File: src/rtl/cmp_pkg.sv
package cmp_pkg;
  localparam int unsigned SLICE_W = 4;

  typedef struct packed {
    logic gt;
    logic eq;
    logic lt;
  } rel_t;
endpackage

File: src/rtl/cmp_eq_detect.sv
module cmp_eq_detect #(
  parameter int unsigned W = 4
) (
  input  logic [W-1:0] a_i,
  input  logic [W-1:0] b_i,
  output logic         eq_o
);
  logic [W-1:0] bit_match;

  for (genvar i = 0; i < W; i++) begin : g_xnor
    assign bit_match[i] = ~(a_i[i] ^ b_i[i]);
  end

  assign eq_o = &bit_match;
endmodule

File: src/rtl/cmp_gt_detect.sv
module cmp_gt_detect #(
  parameter int unsigned W = 4
) (
  input  logic [W-1:0] a_i,
  input  logic [W-1:0] b_i,
  output logic         gt_o
);
  // Scan from the MSB; the first differing bit decides.
  always_comb begin
    logic decided;
    gt_o    = 1'b0;
    decided = 1'b0;
    for (int i = W - 1; i >= 0; i--) begin
      if (!decided && (a_i[i] != b_i[i])) begin
        gt_o    = a_i[i];
        decided = 1'b1;
      end
    end
  end
endmodule

File: src/rtl/cmp_slice.sv
module cmp_slice
  import cmp_pkg::*;
#(
  parameter int unsigned W = SLICE_W
) (
  input  logic [W-1:0] a_i,
  input  logic [W-1:0] b_i,
  input  rel_t         casc_i,
  output rel_t         rel_o
);
  logic local_eq;
  logic local_gt;

  cmp_eq_detect #(.W(W)) i_eq (.a_i(a_i), .b_i(b_i), .eq_o(local_eq));
  cmp_gt_detect #(.W(W)) i_gt (.a_i(a_i), .b_i(b_i), .gt_o(local_gt));

  // Own operands decide; cascade passes only on a local tie.
  always_comb begin
    if (local_eq) begin
      rel_o = casc_i;
    end else begin
      rel_o.gt = local_gt;
      rel_o.eq = 1'b0;
      rel_o.lt = ~local_gt;
    end
  end
endmodule

File: src/rtl/cmp_chain.sv
module cmp_chain
  import cmp_pkg::*;
#(
  parameter int unsigned WIDTH = 8
) (
  input  logic [WIDTH-1:0] a_i,
  input  logic [WIDTH-1:0] b_i,
  input  logic             casc_gt_i,
  input  logic             casc_eq_i,
  input  logic             casc_lt_i,
  output logic             gt_o,
  output logic             eq_o,
  output logic             lt_o
);
  localparam int unsigned N_SLICES = WIDTH / SLICE_W;

  initial begin
    if ((WIDTH % SLICE_W) != 0 || WIDTH == 0) $error("cmp_chain: WIDTH must be a nonzero multiple of 4");
  end

  rel_t link [N_SLICES+1];

  assign link[0] = '{gt: casc_gt_i, eq: casc_eq_i, lt: casc_lt_i};

  for (genvar s = 0; s < N_SLICES; s++) begin : g_slice
    cmp_slice #(.W(SLICE_W)) i_slice (
      .a_i    (a_i[s*SLICE_W +: SLICE_W]),
      .b_i    (b_i[s*SLICE_W +: SLICE_W]),
      .casc_i (link[s]),
      .rel_o  (link[s+1])
    );
  end

  assign gt_o = link[N_SLICES].gt;
  assign eq_o = link[N_SLICES].eq;
  assign lt_o = link[N_SLICES].lt;
endmodule

File: config.mk
export PLATFORM = sky130hd
export DESIGN_NAME = cmp_chain
export DESIGN_NICKNAME = d
export VERILOG_FILES = /design/src/rtl/cmp_pkg.sv /design/src/rtl/cmp_eq_detect.sv /design/src/rtl/cmp_gt_detect.sv /design/src/rtl/cmp_slice.sv /design/src/rtl/cmp_chain.sv
export SDC_FILE = /design/constraint.sdc
export NUM_CORES = 1
export LEC_CHECK = 0
export BUFFER_PORTS_ARGS = -buffer_cell sky130_fd_sc_hd__buf_2
export CAP_MARGIN = 20
export CORE_AREA = 2 2 39 41
export DETAILED_ROUTE_END_ITERATION = 12
export DIE_AREA = 0 0 41 43
export PLACE_DENSITY = 0.51
export SETUP_SLACK_MARGIN = 0.05
export SYNTH_ARGS = -nofsm -noshare
export SYNTH_HDL_FRONTEND = slang
export SYNTH_SLANG_ARGS = --single-unit
File: constraint.sdc
create_clock -name vclk -period 2.6
set_clock_uncertainty 0.2 [all_clocks]
set_input_delay 0.13 -clock vclk [all_inputs]
set_output_delay 0.13 -clock vclk [all_outputs]
set_load 0.01 [all_outputs]
==> metrics.txt <==
final worst path period share 63.7%; FF+latch area 0 um^2; ANT cells 0; antenna-violating nets left 0; Ys Warns 0; combinational family with the most area after synthesis compound AO/OA/AOI/OAI gates; most common cell after layout, fill and taps aside buf_2; largest net degree at the start of global routing 7; vias in the first global route about 270; DIE AREA between 1500 and 2000 um^2; Routed WL per cell a little under 8 um; worst hold path type in -> out; Syn Nets a little over 60; Max Freq between 600 and 700 MHz; Post-CTS Resized 0; Power Dens Cells 163 nW/um^2; commonest non-fill, non-tap cells in the layout buf_2, inv_1, xnor2_1, nor2b_1, ha_1; Die Width about 40 um; area delta synth->final 46.8%; minimum clock period 1.66 ns; WL final between 500 and 600 um; Finished Cell Area 408 um^2; Final setup viols 0; CP Data Arrival Time between 1 and 1.5 ns; PortBufs 22; final hold violations 0; Post-Syn Instances 39; initial antenna violation count 0; hold_sp casc_eq_i; DR DRC count 0; GR Util All Layers 6.89%; Post-Synth Adder-Cell Area 21.2%; Synth Area in Compound Gates a little over a quarter; via/cell ratio 4.39; total congestion overflow 0; share of cells above drive strength 1 roughly two fifths; Crit-path slowest cell ha_1; HPWL Detailed ~570 um; crit-path max cell delay roughly 0.37 ns; FP Rows 14; Least-Margin Pin Slew about 0.2 ns; outcome completed; WP buf/inv 3; clkbuf count 0; critical path class in -> out; placed cell area 408 um^2; Post-Synth Simple-Gate Area 19.4%; Critical Path Source Type input pin; Synth cell types 22; crit end category primary output; Initial DRC Count 3; Slew Viols, Final 0; XOR/XNOR Fraction of Synth Area 18.9%; layout net count 85; vias 338; Mean Syn Cell Area just over 7 um^2; Setup crit start b_i[3]; multiplexer area fraction after synthesis around 5.4%; Slew HR between 80% and 90%; Top delay family on crit path compound AO/OA/AOI/OAI gates; crit-path cells buf_2, inv_1, ha_1, nor2b_1, a31oi_1, a21oi_1, a211o_1, buf_2; CP Max Fanout 6; max-cap violation count 0; critical path required time around 2.3 ns; first-pass GRT wire length about 950 um; placer congestion estimate between 0.6 and 0.7; # hold bufs at CTS 0; I/O pin total 22; core area around 1400 um^2; Peak VDD IR about 0.045 mV; Seq/Total Area, Yosys 0%; Starting Density 20.1%; Die Y 43 um; 1st-pass router iterations 2; Setup TNS 0 ns; Seq cells 0; postcts setup bufs 0; Leak around 0.00021 uW; post-synthesis instance area between 200 and 300 um^2; RSZ-0062 raised after global routing no; CP most frequent cell buf_2; Hold Slack 0.378 ns
[where the power goes]
| group | switching (uW) | total (uW) | internal, uW |
|---|---|---|---|
| clock network | 0 | 0 | 0 |
| registers | 0 | 0 | 0 |
| logic | 31.1 | 66.6 | 35.5 |
[synthesized netlist by cell type (all sizes together)]
master / number / share of area [%]
inv: 6 / 8.1
xnor2: 6 / 19
ha: 3 / 14
nor2b: 3 / 6.8
a21oi: 2 / 3.6
a31oi: 2 / 4.5
maj3: 2 / 7.7
nor2: 2 / 2.7
o21ai: 2 / 3.6
a211o: 1 / 3.2
a21boi: 1 / 2.7
a41oi: 1 / 3.2
and3: 1 / 2.3
mux2: 1 / 5.4
nand2: 1 / 1.4
nand2b: 1 / 2.3
nand3: 1 / 1.8
nand4: 1 / 2.3
o2111ai: 1 / 3.2
o221ai: 1 / 3.2
[final cells by class]
type,count,area [um^2]
inverters,6,22.5
multi-input cells,33,255
well taps,16,20.0
repair buffers,22,110
fillers,161,976
[path summary, 6_finish.rpt]
path                  cells past startpoint    to
worst min-delay path                      3  eq_o
worst max-delay path                      8  gt_o
[logic make-up (layout without fill, tap and decap cells)]
logic type                 count (synthesis)  count (layout)
AOI/OAI and AO/OA                         11              11
xor gates and xnor gates                   6               6
adders and majority gates                  5               5
buffers and inverters                      6              28
muxes                                      1               1
and+or+nand+nor                           10              10
[through the flow]
step                util, %  cells  worst slack [ns]  total power (uW)
floorplan                 -     39              1.19              38.8
global placement       29.5     77             0.970              66.8
detailed placement     29.5     77             0.951              67.2
CTS                    29.5     77             0.945              67.6
global route           29.5     77             0.841              75.0
finish                 29.5     77             0.945              66.6
[layer usage]
metal,routed length [um],GRT usage [%],up-vias
met5,0,0,-
met4,0,0,0
met3,55,1.05,0
met2,289,13.1,10
met1,253,7.91,142
li1,-,-,186
Note: power is estimated with default switching activity, not from simulation.
